**config.mk**
```make
export PLATFORM = sky130hd
export DESIGN_NAME = nand_rdout_seq
export DESIGN_NICKNAME = d
export VERILOG_FILES = /design/src/rtl/nrd_pkg.sv /design/src/rtl/nrd_status.sv /design/src/rtl/nrd_idgen.sv /design/src/rtl/nrd_cursor.sv /design/src/rtl/nand_rdout_seq.sv
export SDC_FILE = /design/constraint.sdc
export NUM_CORES = 1
export LEC_CHECK = 0
export ABC_CLOCK_PERIOD_IN_PS = 2400
export BUFFER_PORTS_ARGS = -buffer_cell sky130_fd_sc_hd__buf_2
export CAP_MARGIN = 20
export CORE_UTILIZATION = 52
export CTS_BUF_LIST = sky130_fd_sc_hd__clkbuf_8
export DETAILED_ROUTE_END_ITERATION = 10
export GPL_ROUTABILITY_DRIVEN = 0
export PLACE_DENSITY = 0.82
export SYNTH_ARGS = -nofsm -noshare
export SYNTH_HDL_FRONTEND = slang
export SYNTH_HIERARCHICAL = 1
export SYNTH_SLANG_ARGS = --single-unit
```
**constraint.sdc**
```tcl
create_clock -name clk -period 2.4 [get_ports clk]
set_input_delay 0.24 -clock clk [delete_from_list [all_inputs] [get_ports clk]]
set_output_delay 0.24 -clock clk [all_outputs]
set_load 0.02 [all_outputs]
```
**src/rtl/nrd_pkg.sv**
```systemverilog
package nrd_pkg;

    typedef enum logic [1:0] {
        MODE_PAGE  = 2'd0,
        MODE_ID    = 2'd1,
        MODE_STAT  = 2'd2,
        MODE_OTHER = 2'd3
    } nrd_mode_e;

    localparam int ID_BYTES = 4;

endpackage

```
**src/rtl/nrd_status.sv**
```systemverilog
module nrd_status (
    input  logic       clk,
    input  logic       rst_n,
    input  logic       upd_i,
    input  logic [4:0] bits_i,
    input  logic       busy_i,
    input  logic       wp_n_i,
    output logic [7:0] status_o
);

    typedef struct packed {
        logic [4:0] flags;
    } sts_t;

    sts_t sts_d, sts_q;

    always_comb begin
        sts_d = sts_q;
        if (upd_i) begin
            sts_d.flags = bits_i;
        end
    end

    always_ff @(posedge clk or negedge rst_n) begin
        if (!rst_n) begin
            sts_q <= '0;
        end else begin
            sts_q <= sts_d;
        end
    end

    // pin level and load state are folded in at read time
    assign status_o = {wp_n_i, ~busy_i, 1'b0, sts_q.flags};

    assert_flags_capture_R2: assert property (@(posedge clk) disable iff (!rst_n)
        upd_i |=> status_o[4:0] == $past(bits_i));

    assert_flags_hold_R2: assert property (@(posedge clk) disable iff (!rst_n)
        !upd_i |=> $stable(status_o[4:0]));

endmodule

```
**src/rtl/nrd_idgen.sv**
```systemverilog
module nrd_idgen #(
    parameter logic [7:0] MFR_ID  = 8'hEC,
    parameter logic [7:0] DEV_ID  = 8'hDA,
    parameter logic [7:0] FILL_ID = 8'hA5
) (
    input  logic [1:0] idx_i,
    input  logic       large_i,
    input  logic       wide_i,
    output logic [7:0] byte_o
);

    logic [7:0] geom;

    always_comb begin
        if (!large_i) begin
            geom = 8'hC0;
        end else if (wide_i) begin
            geom = 8'h55;
        end else begin
            geom = 8'h15;
        end
    end

    always_comb begin
        unique case (idx_i)
            2'd0:    byte_o = MFR_ID;
            2'd1:    byte_o = DEV_ID;
            2'd2:    byte_o = FILL_ID;
            default: byte_o = geom;
        endcase
    end

endmodule

```
**src/rtl/nrd_cursor.sv**
```systemverilog
module nrd_cursor #(
    parameter int ADDR_W = 13
) (
    input  logic              clk,
    input  logic              rst_n,
    input  logic              cmd_i,
    input  logic              page_i,
    input  logic [ADDR_W-1:0] col_i,
    input  logic [ADDR_W-1:0] off_i,
    input  logic              req_i,
    input  logic              done_i,
    input  logic [ADDR_W-1:0] done_len_i,
    input  logic              adv_i,
    input  logic [1:0]        step_i,
    output logic [ADDR_W-1:0] ptr_o,
    output logic [ADDR_W-1:0] len_o,
    output logic              pending_o,
    output logic              owed_o,
    output logic              load_req_o,
    output logic [ADDR_W-1:0] load_addr_o
);

    typedef struct packed {
        logic [ADDR_W-1:0] col;
        logic [ADDR_W-1:0] off;
        logic [ADDR_W-1:0] ptr;
        logic [ADDR_W-1:0] len;
        logic [ADDR_W-1:0] addr;
        logic              pend;
        logic              owed;
        logic              req;
    } cur_t;

    cur_t cur_d, cur_q;
    logic [ADDR_W-1:0] step_x;

    assign step_x = {{(ADDR_W-2){1'b0}}, step_i};

    always_comb begin
        cur_d     = cur_q;
        cur_d.req = 1'b0;
        // a deferred read is served by the parent in this very cycle
        if (cur_q.owed && !cur_q.pend) begin
            cur_d.owed = 1'b0;
        end
        if (adv_i) begin
            cur_d.ptr = cur_q.ptr + step_x;
            cur_d.col = cur_q.col + step_x;
            cur_d.len = (cur_q.len > step_x) ? (cur_q.len - step_x) : '0;
        end
        if (done_i) begin
            cur_d.pend = 1'b0;
            cur_d.len  = done_len_i;
            cur_d.ptr  = '0;
        end
        if (req_i) begin
            cur_d.pend = 1'b1;
            cur_d.req  = 1'b1;
            cur_d.addr = cur_q.col + cur_q.off;
            cur_d.off  = '0;
            cur_d.owed = 1'b1;
        end
        if (cmd_i) begin
            cur_d.owed = 1'b0;
            if (page_i) begin
                cur_d.col = col_i;
                cur_d.off = off_i;
                cur_d.len = '0;
                cur_d.ptr = '0;
            end
        end
    end

    always_ff @(posedge clk or negedge rst_n) begin
        if (!rst_n) begin
            cur_q <= '0;
        end else begin
            cur_q <= cur_d;
        end
    end

    assign ptr_o       = cur_q.ptr;
    assign len_o       = cur_q.len;
    assign pending_o   = cur_q.pend;
    assign owed_o      = cur_q.owed;
    assign load_req_o  = cur_q.req;
    assign load_addr_o = cur_q.addr;

    assert_len_falls_R7: assert property (@(posedge clk) disable iff (!rst_n)
        !done_i |=> cur_q.len <= $past(cur_q.len));

    assert_req_busy_R6: assert property (@(posedge clk) disable iff (!rst_n)
        cur_q.req |-> cur_q.pend);

    assert_req_single_R6: assert property (@(posedge clk) disable iff (!rst_n)
        cur_q.req |=> !cur_q.req);

    assert_offset_spent_R6: assert property (@(posedge clk) disable iff (!rst_n)
        cur_q.req |-> cur_q.off == '0);

endmodule

```
**src/rtl/nand_rdout_seq.sv**
```systemverilog
module nand_rdout_seq
    import nrd_pkg::*;
#(
    parameter int         PAGE_BYTES  = 2048,
    parameter int         SPARE_BYTES = 64,
    parameter logic [7:0] MFR_ID      = 8'hEC,
    parameter logic [7:0] DEV_ID      = 8'hDA,
    parameter logic [7:0] FILL_ID     = 8'hA5,
    localparam int        ADDR_W      = $clog2(PAGE_BYTES + SPARE_BYTES) + 1
) (
    input  logic              clk,
    input  logic              rst_n,
    input  logic              cmd_valid_i,
    input  logic [1:0]        cmd_code_i,
    input  logic [ADDR_W-1:0] col_i,
    input  logic [ADDR_W-1:0] off_i,
    input  logic              bus16_i,
    input  logic              large_page_i,
    input  logic              wp_n_i,
    input  logic              ce_n_i,
    input  logic              re_i,
    input  logic              sts_upd_i,
    input  logic [4:0]        sts_bits_i,
    input  logic              load_done_i,
    input  logic [ADDR_W-1:0] load_len_i,
    input  logic [15:0]       buf_data_i,
    output logic [ADDR_W-1:0] buf_addr_o,
    output logic              load_req_o,
    output logic [ADDR_W-1:0] load_addr_o,
    output logic [15:0]       dout_o,
    output logic              rb_o
);

    localparam int IDX_W = $clog2(ID_BYTES) + 1;

    typedef struct packed {
        nrd_mode_e        mode;
        logic [IDX_W-1:0] idx;
        logic [15:0]      dout;
    } top_t;

    top_t top_d, top_q;

    logic              rd_ok;
    logic              serve;
    logic              adv;
    logic              req;
    logic [1:0]        step;
    logic [15:0]       word;
    logic [7:0]        id_byte;
    logic [7:0]        status;
    logic [ADDR_W-1:0] cur_ptr;
    logic [ADDR_W-1:0] cur_len;
    logic              pend;
    logic              owed;

    assign rd_ok = re_i && !ce_n_i && !cmd_valid_i;
    assign serve = owed && !pend;
    assign step  = bus16_i ? 2'd2 : 2'd1;
    assign word  = bus16_i ? buf_data_i : {8'h00, buf_data_i[7:0]};

    nrd_cursor #(.ADDR_W(ADDR_W)) u_cursor (
        .clk        (clk),
        .rst_n      (rst_n),
        .cmd_i      (cmd_valid_i),
        .page_i     (cmd_code_i == MODE_PAGE),
        .col_i      (col_i),
        .off_i      (off_i),
        .req_i      (req),
        .done_i     (load_done_i),
        .done_len_i (load_len_i),
        .adv_i      (adv),
        .step_i     (step),
        .ptr_o      (cur_ptr),
        .len_o      (cur_len),
        .pending_o  (pend),
        .owed_o     (owed),
        .load_req_o (load_req_o),
        .load_addr_o(load_addr_o)
    );

    nrd_status u_status (
        .clk     (clk),
        .rst_n   (rst_n),
        .upd_i   (sts_upd_i),
        .bits_i  (sts_bits_i),
        .busy_i  (pend),
        .wp_n_i  (wp_n_i),
        .status_o(status)
    );

    nrd_idgen #(
        .MFR_ID (MFR_ID),
        .DEV_ID (DEV_ID),
        .FILL_ID(FILL_ID)
    ) u_idgen (
        .idx_i  (top_q.idx[1:0]),
        .large_i(large_page_i),
        .wide_i (bus16_i),
        .byte_o (id_byte)
    );

    always_comb begin
        top_d = top_q;
        adv   = 1'b0;
        req   = 1'b0;

        if (cmd_valid_i) begin
            top_d.mode = nrd_mode_e'(cmd_code_i);
            top_d.idx  = '0;
        end

        unique case (top_q.mode)
            MODE_PAGE: begin
                if (serve && !cmd_valid_i) begin
                    if (cur_len != '0) begin
                        top_d.dout = word;
                        adv        = 1'b1;
                    end else begin
                        top_d.dout = '0;
                    end
                end else if (rd_ok && !pend && !owed) begin
                    if (cur_len != '0) begin
                        top_d.dout = word;
                        adv        = 1'b1;
                    end else begin
                        top_d.dout = '0;
                        req        = 1'b1;
                    end
                end
            end
            MODE_ID: begin
                if (rd_ok) begin
                    if (top_q.idx < IDX_W'(ID_BYTES)) begin
                        top_d.dout = {8'h00, id_byte};
                        top_d.idx  = top_q.idx + 1'b1;
                    end else begin
                        top_d.dout = '0;
                    end
                end
            end
            MODE_STAT: begin
                if (rd_ok) begin
                    top_d.dout = {8'h00, status};
                end
            end
            default: begin
                if (rd_ok) begin
                    top_d.dout = '0;
                end
            end
        endcase

        if (ce_n_i) begin
            top_d.dout = '0;
        end
    end

    always_ff @(posedge clk or negedge rst_n) begin
        if (!rst_n) begin
            top_q <= '{mode: MODE_PAGE, idx: '0, dout: '0};
        end else begin
            top_q <= top_d;
        end
    end

    assign dout_o     = top_q.dout;
    assign rb_o       = ~pend;
    assign buf_addr_o = cur_ptr;

    assert_quiet_when_off_R8: assert property (@(posedge clk) disable iff (!rst_n)
        ce_n_i |=> dout_o == '0);

    assert_busy_on_request_R6: assert property (@(posedge clk) disable iff (!rst_n)
        load_req_o |-> !rb_o);

    assert_narrow_upper_R5: assert property (@(posedge clk) disable iff (!rst_n)
        (rd_ok && !bus16_i) |=> dout_o[15:8] == 8'h00);

    assert_status_still_R3: assert property (@(posedge clk) disable iff (!rst_n)
        (top_q.mode == MODE_STAT && !cmd_valid_i && !load_done_i) |=> $stable(buf_addr_o));

    assert_id_tail_zero_R4: assert property (@(posedge clk) disable iff (!rst_n)
        (top_q.mode == MODE_ID && top_q.idx == IDX_W'(ID_BYTES) && rd_ok) |=> dout_o == '0);

endmodule

```
Word level (Yosys, flattened, before mapping)
Cells that the tools add are included.

storage, ports and cells
  flip-flop bits (word level) = 94
  bits in latches = 0
  memory bits (writable) = 0
  memory bits (read-only) = 0
  input bits = 72
  output and inout port bits = 44
  word-level logic and storage cells = 81
  memories kept = 0

operators by class
  add/sub/neg operators = 5
  multipliers = 0
  divide/modulo/power cells = 0
  magnitude comparators = 2
  equal/unequal tests = 7
  shift-type cells = 0
  mux-type cells = 36
  bitwise logic cells = 1
  reduce and logical (&&, ||, !) cells = 18

operators by type and width
  kind                                                                    number
  16-bit 2-to-1 mux                                                       7
  52-bit 2-to-1 mux                                                       2
  26-bit 2-to-1 mux                                                       2
  16-bit case mux with 3 select lines                                     1
  13-bit 2-to-1 mux                                                       3
  13-bit by 2-bit adder with 13-bit output                                2
  8-bit case mux with 3 select lines                                      1
  19-bit 2-to-1 mux                                                       1
  8-bit 2-to-1 mux                                                        2
  13-bit adder                                                            1
  13-bit by 2-bit greater-than comparator with 1-bit output               1
  13-bit nonzero test                                                     1
  13-bit by 2-bit subtractor with 13-bit output                           1
  3-bit 2-to-1 mux                                                        4
  1-bit 2-to-1 mux                                                        11
  7-bit 2-to-1 mux                                                        1
  1-bit logical AND                                                       6
  2-bit zero test                                                         3
  3-bit inequality test (second input constant)                           2
  3-bit nonzero test                                                      2
  2-bit by 1-bit equality test with 1-bit output (second input constant)  2
  2-bit equality test (second input constant)                             2
  1-bit zero test                                                         4
  4-bit inequality test (second input constant)                           1
  other kinds (6)                                                         6

Logic depth before layout (Yosys ltp)
Gate-level depths: netlist of the first run.

  word-level depth = 12
  mapped depth = 11
  mapped depth without buffers = 8

Cells and area by module
The synthesis of the first run kept the hierarchy.

by module, submodules not included
  module          instances  cells an instance  area each (µm²)  seq. area each (µm²)
  nrd_cursor      1          437                4085.2           1701.6
  nand_rdout_seq  1          131                1320.0           525.5
  nrd_status      1          14                 203.9            125.1
  nrd_idgen       1          10                 46.3             0.0

Worst setup path before layout of the first run
No wires, ideal clock.

  path kind = register -> register
  from = register top_q[19] (netlist bit)
  to = register u_cursor.cur_q, in the netlist u_cursor/len_o[11]
  library setup time = 134 ps
  data arrival time = 2378 ps
  data required time = 2266 ps
  slack = -112 ps
  cell stages (with the launch flop) = 11
  path buffers = 2
  clock period less this slack = 2512 ps
  path through = dfrtp_1 or4_4 a21oi_2 buf_2 and2_1 buf_2 nor4b_4 nand3_1 nor4_4 mux2i_1 o21ai_0

RTL lines
  item                    RTL line               source
  start, declared         nand_rdout_seq.sv:42   top_t top_d, top_q;
  start signal, assigned  nand_rdout_seq.sv:161  top_q <= '{mode: MODE_PAGE, idx: '0, dout: '0};
  start signal, assigned  nand_rdout_seq.sv:163  top_q <= top_d;
  end signal, assigned    nrd_cursor.sv:78       cur_q <= cur_d;
  end, declared           nrd_cursor.sv:34       cur_t cur_d, cur_q;

==> results of run 1 <==
## critical path, delay by kind of cell, from the launching register on
family,cells,cell delay [ns]
and+or+nand+nor,5,1.41
DFF,1,0.39
muxes,1,0.22
AOI/OAI and AO/OA,2,0.22
## sequential cells by signal (all words and copies together), names as in the netlist, 5 cells and up
| name | count |
|---|---|
| top_q | 5 |
| u_cursor/ptr_o | 13 |
| dout_o | 16 |
| u_cursor/len_o | 13 |
| u_status/sts_q | 5 |
| u_cursor/load_addr_o | 13 |
| u_cursor/cur_q | 26 |
## cells in the mapped netlist, types with 2 or more instances
library cell and number:
or2_2 2, and3_1 9, o21ai_0 54, inv_1 19
or4_4 2, buf_4 58, nand2b_1 6, o21ai_1 2
buf_6 3, xnor2_1 23, buf_1 4, nor4_1 3
ha_1 19, nand4_1 2, mux2i_1 5, nand3_1 21
dfrtp_1 94, clkbuf_1 11, mux2_2 17, nand2_1 76
a22oi_1 8, a21oi_1 21, a311oi_2 8, a21o_1 3
nor4_4 2, o2bb2ai_1 8, a31oi_1 2, nor2_1 30
and2_1 2, inv_2 2, buf_2 3, nor3_1 17
fa_1 4, o211ai_1 3, xor2_1 19, o31ai_1 2
nor2b_1 6
## layer usage
layer / wire (um) / global-route usage
met3: 533 / 0.0368
met1: 5510 / 0.309
met2: 5730 / 0.363
met5: 0 / 0
met4: 378 / 0.109
## where the power goes
group	total, W	switching [W]	internal (W)	leakage [nW]
registers	0.00186	0.000138	0.00172	1.23
clock network	0.00107	0.000540	0.000530	0.107
logic	0.000932	0.000527	0.000406	1.57
total	0.00386	0.00121	0.00265	2.90
## logic make-up (layout without fill, tap and decap cells)
kind of cell	after synthesis	count (layout)
buffers and inverters	100	169
AOI/OAI and AO/OA	122	122
other	1	1
xor gates and xnor gates	42	42
and+or+nand+nor	188	188
adders and majority gates	23	23
DFF	94	94
muxes	22	22
## area by class of cell
type	count	area [um2]
clock buffer	11	151
clock inverter	4	47.5
fill	883	4200
inverter	21	78.8
multi-input combinational	398	2700
sequential	94	2350
tap	136	170
timing repair buffer	133	713
## path summary, 6_finish.rpt
kind,cells past startpoint,to,startpoint
setup reg to reg,8,u_cursor/len_o[11],top_q[20]
max in group asynchronous,2,u_cursor/ptr_o[1],rst_n
hold reg to reg,2,u_cursor/load_addr_o[10],u_cursor/load_addr_o[10]
hold / removal,1,u_cursor/cur_q[61],rst_n
min in group clk,3,u_cursor/cur_q[50],off_i[8]
setup / recovery,8,u_cursor/len_o[11],top_q[20]
## stage by stage
step / power [W] / area (um2)
2_1_floorplan: 0.00257 / 5680
3_3_place_gp: 0.00275 / 6010
3_5_place_dp: 0.00280 / 6010
4_1_cts: 0.00387 / 6210
5_1_grt: 0.00408 / 6210
6_report: 0.00386 / 6210
## repair_timing
item / 4_1_cts / 5_1_grt
endpoints found under the setup margin: 0 / 3
gates resized for setup: 0 / 2
hold buffers: 0 / 0
==> flow_summary_export.csv, run 1 <==
group,metric,value,unit
route,vias,4362,
yosys,synth_xor_area_frac,0.0650,
hold_path,hold_class,"in -> async",
route,drc,0,
run_status,status,"finished, violations left",
layout,finalNonFillerCells,797,
layout,layout-drive-gt1-share,0.297,
critical_path,critPathKind,"reg -> reg",
critical_path,cp_max_fo,9,
cts,insertion_delay,0.36,ns
global_route,grtUsageTotal,0.230,
critical_path,cpMaxStageDelayCell,"or4_4",
critical_path,worst_ep_arrival_time,2.59,ns
global_route,grt-ovfl-total,0,
critical_path,crit_chain,"or4_4, a21oi_2, and2_4, nor4b_4, nand3_2, nor4_4, mux2i_1, o21ai_1",
cts,cts_made_buffers,9,
die,core_area,10400,um2
global_route,grt_max_degree,70,
timing,rsz0062_at_grt,"yes",
die,start_util,0.543,
die,rows,37,
cts,postCtsSetupBuffers,0,
yosys,synthesis.nets,687,
critical_path,max_stage_delay,0.53,ns
yosys,ys.flop_type,"dfrtp_1",
timing,tns,0,ns
placed_design,pre_cts_slack,0.0557,ns
yosys,async_flop_share,1.00,
yosys,synth-compound-area-share,0.143,
cts,clkSinkCount,94,
run_status,failed_checks,"negative hold slack",
route,dr.first_iter.drc_count,246,
die,die_area,11300,um2
timing,relSlewSlack,0.415,
timing,worst_slack,0.0542,ns
timing,min_period,2.35,ns
die,die_h,106,um
timing,worst_slew_pin_slew,0.877,ns
flow_run,maxCapViolations,0,
yosys,synth_top_cell_area_share,0.416,
timing,timing.hold.ws,-0.0249,ns
critical_path,worstPathRequired,2.64,ns
cts,path_clk_slew,0.09,ns
timing,slew_viol_final,0,
pwr,ir_drop,0.264,mV
critical_path,critPathLaunchType,"register",
pwr,pwr_density_cell,621,nW/um2
timing,finalHoldViolations,16,
yosys,synthAdderAreaFrac,0.0562,
global_route,grt_pass1_wl,20400,um
die,die_w,106,um
yosys,synth_cells,592,
yosys,syn_area,5660,um2
timing,finalSetupViolCount,0,
yosys,yosys-mux-area-fraction,0.0427,
cts,h-tree-depth,3,
yosys,yosysWarningCount,6,
yosys,synthTopCellsByArea,"dfrtp_1, buf_4, nand2_1, o21ai_0, ha_1",
yosys,synth_edf_count,0,
route,wl_per_cell,15.3,um
layout,n_antenna_cell,0,
global_route,grt_pass1_vias,4345,
layout,area_growth,9.89,%
route,dr.pass1.iters,4,
placed_design,dp_hpwl,9220,um
route,viasPerCell,5.47,
critical_path,end_kind,"register",
critical_path,r2r_slack,0.05,ns
cts,clk_path_buf_depth,2,
layout,nets,752,
cts,tritoncts,"done",
placed_design,io_buffers,115,
yosys,seq_area_frac_synth,0.416,
route,ant_nets,0,
layout,final_common_cell,"buf_2",
layout,final_cell_mix,"buf_2, dfrtp_1, nand2_1",
layout,utilization,0.597,
route,routed_wl,12200,um
timing,min_period_over_period,0.977,
yosys,synth-seq-cells,94,
placed_design,placed_cells,782,
yosys,synth_top_family_by_area,"simple AND/OR/NAND/NOR gates",
yosys,yosysUniqueCellTypes,59,
yosys,yosys.area.top_type,"dfrtp_1",
timing,fin_skew,0.00606,ns
die,ioPinCount,116,
yosys,yosys.area_share.simple,0.167,
global_route,antenna_found_initial,0,
timing,fmax,426,MHz
yosys,syn_area_per_cell,9.55,um2
cts,root_buffer,"clkbuf_8",
pwr,p_leak,2.90,nW
(Power assumes the default switching activity.)
==> inputs of run 2 (changes only) <==
SYNTH_HIERARCHICAL = unset   (was 1)
==> run 2 against run 1 <==
The flow now finishes without violations. Critical path type unchanged. Register-to-register slack better by 0.06 ns. Highest routed layer unchanged. First-iteration DRC count is 46% higher. Setup slack better by 0.062 ns. Die area is 0.81% higher. Via count is 9.8% higher. Synthesized cell count is 1.2% higher.
==> flow_summary_export.csv, run 2 <==
group,metric,value,unit
run_status,status,"finished, final reports clean",
critical_path,r2r_slack,0.12,ns
pwr,power_frac_seq,0.495,
yosys,ys.flop_type,"dfrtp_1",
layout,nets,778,
critical_path,crit_chain,"nor4_4, o21ai_2, nor4_4, buf_4, mux2_2, nand3_1",
critical_path,cp_max_fo,15,
yosys,syn_area_per_cell,9.52,um2
global_route,grt_pass1_vias,4655,
layout,top_register,"u_cursor.cur_q",
yosys,synthTopCellsByCount,"dfrtp_1, nand2_1, buf_4, o21ai_0, a21oi_1",
timing,relSlewSlack,0.459,
flow_run,maxCapViolations,0,
timing,min_period_over_period,0.952,
critical_path,timing.rr.start,"top_q[19]",
route,dr.pass1.iters,5,
placed_design,pre_cts_slack,0.0787,ns
global_route,grt_pass1_wl,21800,um
timing,finalHoldViolations,0,
pwr,p_leak,2.91,nW
yosys,synthesis.nets,697,
route,ant_nets,0,
cts,insertion_delay,0.37,ns
timing,rsz0062_at_grt,"no",
timing,slew_viol_final,0,
yosys,synth_most_common_cell,"dfrtp_1",
pwr,power_frac_clock,0.251,
global_route,grtUsageTotal,0.241,
timing,fin_skew,0.0108,ns
layout,finalNonFillerCells,820,
critical_path,worstPathRequired,2.71,ns
pwr,power_switching_share,0.332,
cts,clkSinkCount,94,
cts,root_buffer,"clkbuf_8",
hold_path,min_from,"off_i[6]",
yosys,synth_edf_count,0,
pwr,p_int,0.00247,W
critical_path,end_kind,"register",
cts,cts_made_buffers,9,
route,viasPerCell,5.84,
yosys,synth_cells,599,
placed_design,dp_hpwl,10100,um
global_route,antenna_found_initial,0,
timing,worst_slack,0.116,ns
yosys,synth_top_cell_area_share,0.413,
route,vias,4790,
pwr,pwr_density_cell,580,nW/um2
yosys,yosysWarningCount,0,
layout,final_common_cell,"buf_2",
die,die_w,107,um
critical_path,r2r_end,"u_cursor.cur_q[66]",
yosys,yosys.area.top_type,"dfrtp_1",
layout,final_cell_mix,"buf_2, dfrtp_1, nand2_1",
die,die_h,107,um
critical_path,critPathKind,"reg -> reg",
route,dr.first_iter.drc_count,359,
layout,layout-drive-gt1-share,0.259,
critical_path,critPathLaunchType,"register",
layout,n_antenna_cell,0,
die,core_area,10500,um2
yosys,syn_area,5700,um2
cts,h-tree-depth,3,
yosys,async_flop_share,1.00,
die,start_util,0.545,
timing,min_period,2.28,ns
cts,clk_path_buf_depth,2,
placed_design,placed_cells,802,
critical_path,max_stage_delay,0.50,ns
critical_path,worst_ep_arrival_time,2.59,ns
route,routed_wl,13500,um
die,rows,37,
placed_design,io_buffers,115,
cts,path_clk_slew,0.10,ns
pwr,ir_drop,0.337,mV
die,die_area,11400,um2
critical_path,cpMaxStageDelayCell,"dfrtp_1",
die,ioPinCount,116,
layout,area_growth,11.7,%
layout,largest_reg_flops,26,
global_route,grt_max_degree,58,
yosys,seq_area_frac_synth,0.413,
pwr,total_power,0.00369,W
hold_path,hold_class,"in -> reg",
critical_path,cp_common_cell,"nor4_4",
yosys,synth-seq-cells,94,
hold_path,holdPathStages,3,
route,wl_per_cell,16.4,um
pwr,switchingPower,0.00123,W
timing,finalSetupViolCount,0,
yosys,synthTopCellsByArea,"dfrtp_1, nand2_1, buf_4, ha_1, o21ai_0",
timing,worst_slew_pin_slew,0.812,ns
route,drc,0,
pwr,power_frac_comb,0.254,
global_route,grt-ovfl-total,0,
yosys,yosysUniqueCellTypes,68,
timing,fmax,438,MHz
cts,tritoncts,"done",
critical_path,rr_worst_depth,6,
timing,tns,0,ns
hold_path,hold_path_end,"u_cursor.cur_q[48]",
timing,timing.hold.ws,0.0797,ns
[run 2: cell count changes in the layout (fill, tap and decap cells not counted), sizes merged, moves of 9 or more]
cell / delta
xnor2: -14
or3: +9
o21ai: +9
mux2: -9
nor2: -10
nand2: +13
[run 2: per-stage QoR]
step / area (um2) / util
6_report: 6370 / 0.608
5_1_grt: 6370 / 0.608
3_3_place_gp: 6160 / 0.589
2_1_floorplan: 5700 / -
3_5_place_dp: 6160 / 0.589
4_1_cts: 6340 / 0.606
[run 2: cell type report]
type / count / area (um2)
sequential: 94 / 2350
timing repair buffer: 132 / 733
clock buffer: 9 / 124
clock inverter: 6 / 40.0
fill: 895 / 4100
tap: 136 / 170
multi-input combinational: 423 / 2870
inverter: 20 / 76.3
[run 2: what timing repair did]
item | 4_1_cts | 5_1_grt
setup buffers | 0 | 2
endpoints found under the setup margin | 0 | 6
hold endpoints to repair | 37 | 0
resized for setup | 0 | 5
hold buffers | 1 | 0
[run 2: how the worst max path moves through the flow]
stage                                           to          startpoint  slack, ns  cells after the start
after floorplan           u_cursor.load_addr_o[10]  u_cursor.cur_q[55]       0.31                      8
after CTS                 u_cursor.load_addr_o[10]  u_cursor.cur_q[55]       0.05                      8
final                           u_cursor.cur_q[66]           top_q[19]       0.12                      6
after global placement    u_cursor.load_addr_o[10]  u_cursor.cur_q[55]       0.19                      8
after global routing      u_cursor.load_addr_o[11]           top_q[19]      0.001                      6
after detailed placement  u_cursor.load_addr_o[10]  u_cursor.cur_q[55]       0.08                      8
[run 2: routing by layer]
layer / vias up / share of wire / GRT usage
li1: 2273 / - / -
met1: 2293 / 0.44 / 0.321
met2: 186 / 0.47 / 0.383
met3: 38 / 0.060 / 0.0450
met4: 0 / 0.025 / 0.105
met5: - / 0 / 0
[run 2: power by group through the flow]
| stage | Clock (W) | Sequential (W) | Combinational (W) |
|---|---|---|---|
| 3_5_place_dp | 0 | 0.00186 | 0.000904 |
| 4_1_cts | 0.000951 | 0.00183 | 0.000911 |
| 6_report | 0.000927 | 0.00183 | 0.000938 |
| 3_3_place_gp | 0 | 0.00185 | 0.000863 |
| 5_1_grt | 0.00102 | 0.00185 | 0.00104 |
| 2_1_floorplan | 0 | 0.00183 | 0.000664 |
[run 2: kinds of logic after synthesis]
| group | after synthesis | synth area share |
|---|---|---|
| simple gates | 203 | 0.202 |
| mux | 13 | 0.0246 |
| flops | 94 | 0.413 |
| xor+xnor | 21 | 0.0323 |
| compound gates | 160 | 0.180 |
| fa+ha+maj | 26 | 0.0623 |
| buf+inv | 82 | 0.0867 |
[run 2: worst max-delay path, delay by kind of cell, from the launching register on]
kind,cells,cell delay [ns]
compound gates,1,0.34
buf+inv,1,0.19
flops,1,0.50
mux,1,0.33
simple gates,3,0.86
==> inputs of run 3 (changes only) <==
BUFFER_PORTS_ARGS = -buffer_cell sky130_fd_sc_hd__buf_4   (was -buffer_cell sky130_fd_sc_hd__buf_2)
SKIP_CTS_REPAIR_TIMING = 1   (was unset)
==> run 3 against run 2 <==
Combinational power increased by 3.4%. Global-route usage increased by 0.20 points. Total power increased by 4.1%. Cell count unchanged. First-iteration DRC count increased by 3.9%. Core utilization increased by 2.7 points. Count of clock-buffer cells in the layout unchanged. Flip-flop and latch count unchanged. Die area unchanged. Routed wire length decreased by 0.46%. Sequential power about the same. Critical path depth increased by 3. Critical path type unchanged. Critical endpoint is now u_cursor.load_addr_o[12]. Largest cell class unchanged.
==> flow_summary_export.csv, run 3 (synthesis results as in run 2) <==
group,metric,value,unit
layout,final_cell_area,6650,um2
die,rows,37,
route,viasPerCell,5.83,
die,die_area,11400,um2
critical_path,rr_worst_depth,9,
timing,min_period_over_period,0.961,
critical_path,cp_max_fo,4,
timing,tns,0,ns
cts,cts_made_buffers,9,
timing,finalHoldViolations,0,
die,start_util,0.545,
critical_path,timing.rr.start,"u_cursor.cur_q[55]",
pwr,ir_drop,0.360,mV
layout,final_cell_mix,"buf_4, dfrtp_1, nand2_1",
timing,finalSetupViolCount,0,
placed_design,dpl_cell_area,6430,um2
layout,top_register,"u_cursor.cur_q",
timing,timing.hold.ws,0.0731,ns
route,routed_wl,13400,um
cts,root_buffer,"clkbuf_8",
layout,nets,777,
global_route,grt_pass1_wl,21800,um
cts,h-tree-depth,3,
layout,n_antenna_cell,0,
critical_path,r2r_slack,0.09,ns
hold_path,min_from,"off_i[9]",
critical_path,worst_ep_arrival_time,2.56,ns
critical_path,critPathLaunchType,"register",
timing,slew_viol_final,0,
route,ant_nets,0,
placed_design,io_buffers,115,
route,drc,0,
hold_path,hold_path_end,"u_cursor.cur_q[51]",
route,dr.first_iter.drc_count,373,
route,dr.pass1.iters,5,
cts,clk_path_buf_depth,2,
layout,layout-drive-gt1-share,0.257,
timing,rsz0062_at_grt,"no",
layout,largest_reg_flops,26,
flow_run,maxCapViolations,0,
pwr,p_leak,2.99,nW
global_route,grtUsageTotal,0.243,
cts,tritoncts,"done",
die,die_w,107,um
placed_design,placed_cells,802,
critical_path,r2r_end,"u_cursor.load_addr_o[12]",
global_route,antenna_found_initial,0,
placed_design,dp_hpwl,9950,um
global_route,grt-ovfl-total,0,
hold_path,hold_class,"in -> reg",
global_route,grt_pass1_vias,4563,
critical_path,critPathKind,"reg -> reg",
timing,min_period,2.31,ns
run_status,status,"finished, final reports clean",
timing,relSlewSlack,0.462,
route,wl_per_cell,16.3,um
global_route,grt_max_degree,49,
cts,insertion_delay,0.37,ns
cts,clkSinkCount,94,
critical_path,worstPathRequired,2.65,ns
timing,fin_skew,0.0139,ns
die,core_area,10500,um2
layout,final_common_cell,"buf_4",
critical_path,end_kind,"register",
die,ioPinCount,116,
cts,path_clk_slew,0.10,ns
layout,area_growth,16.6,%
layout,finalNonFillerCells,820,
timing,worst_slew_pin_slew,0.807,ns
hold_path,holdPathStages,3,
timing,fmax,434,MHz
die,die_h,107,um
route,vias,4777,
pwr,pwr_density_cell,579,nW/um2
## run 3: cell count changes in the layout (fill, tap and decap cells not counted), sizes merged
cell / change
buf: -1
clkinvlp: -3
inv: -1
bufinv: +1
clkinv: +4
## run 3: critical path, stage by stage (launching register included)
cell	delay, ns
dfrtp_1	0.39
ha_2	0.20
inv_1	0.06
fa_1	0.46
nor2b_2	0.14
o31a_1	0.22
buf_4	0.13
o211ai_1	0.12
and4_1	0.20
a211o_1	0.25
## run 3: power breakdown
group | total (W) | internal, W | switching (W)
registers | 0.00183 | 0.00170 | 0.000131
logic | 0.000970 | 0.000437 | 0.000533
clock network | 0.00104 | 0.000476 | 0.000567
total | 0.00385 | 0.00262 | 0.00123
## run 3: through the flow
| stage | util | power [W] | setup slack [ns] |
|---|---|---|---|
| CTS | 0.633 | 0.00384 | 0.0726 |
| global placement | 0.615 | 0.00277 | 0.199 |
| global route | 0.635 | 0.00404 | 0.0000344 |
| finish | 0.635 | 0.00385 | 0.0944 |
| floorplan | - | 0.00249 | 0.306 |
| detailed placement | 0.615 | 0.00281 | 0.0936 |
## run 3: worst max path at each step
stage,startpoint,end,cells after the start
5_1_grt,u_cursor.cur_q[55],u_cursor.load_addr_o[12],9
3_5_place_dp,u_cursor.cur_q[55],u_cursor.load_addr_o[10],8
4_1_cts,u_cursor.cur_q[55],u_cursor.load_addr_o[10],8
3_3_place_gp,u_cursor.cur_q[55],u_cursor.load_addr_o[10],8
6_report,u_cursor.cur_q[55],u_cursor.load_addr_o[12],9
2_1_floorplan,u_cursor.cur_q[55],u_cursor.load_addr_o[10],8
## run 3: routing by layer
layer | up-vias | track usage | routed length, um
met5 | - | 0 | 0
met4 | 0 | 0.101 | 318
met3 | 31 | 0.0407 | 709
met2 | 179 | 0.378 | 6250
met1 | 2290 | 0.336 | 6120
li1 | 2277 | - | -
## run 3: final cells by class
class | count | area (um2)
Clock buffer | 9 | 124
Sequential cell | 94 | 2350
Timing Repair Buffer | 131 | 998
Inverter | 20 | 76.3
Clock inverter | 7 | 66.3
Fill cell | 874 | 3810
Multi-Input combinational cell | 423 | 2860
Tap cell | 136 | 170
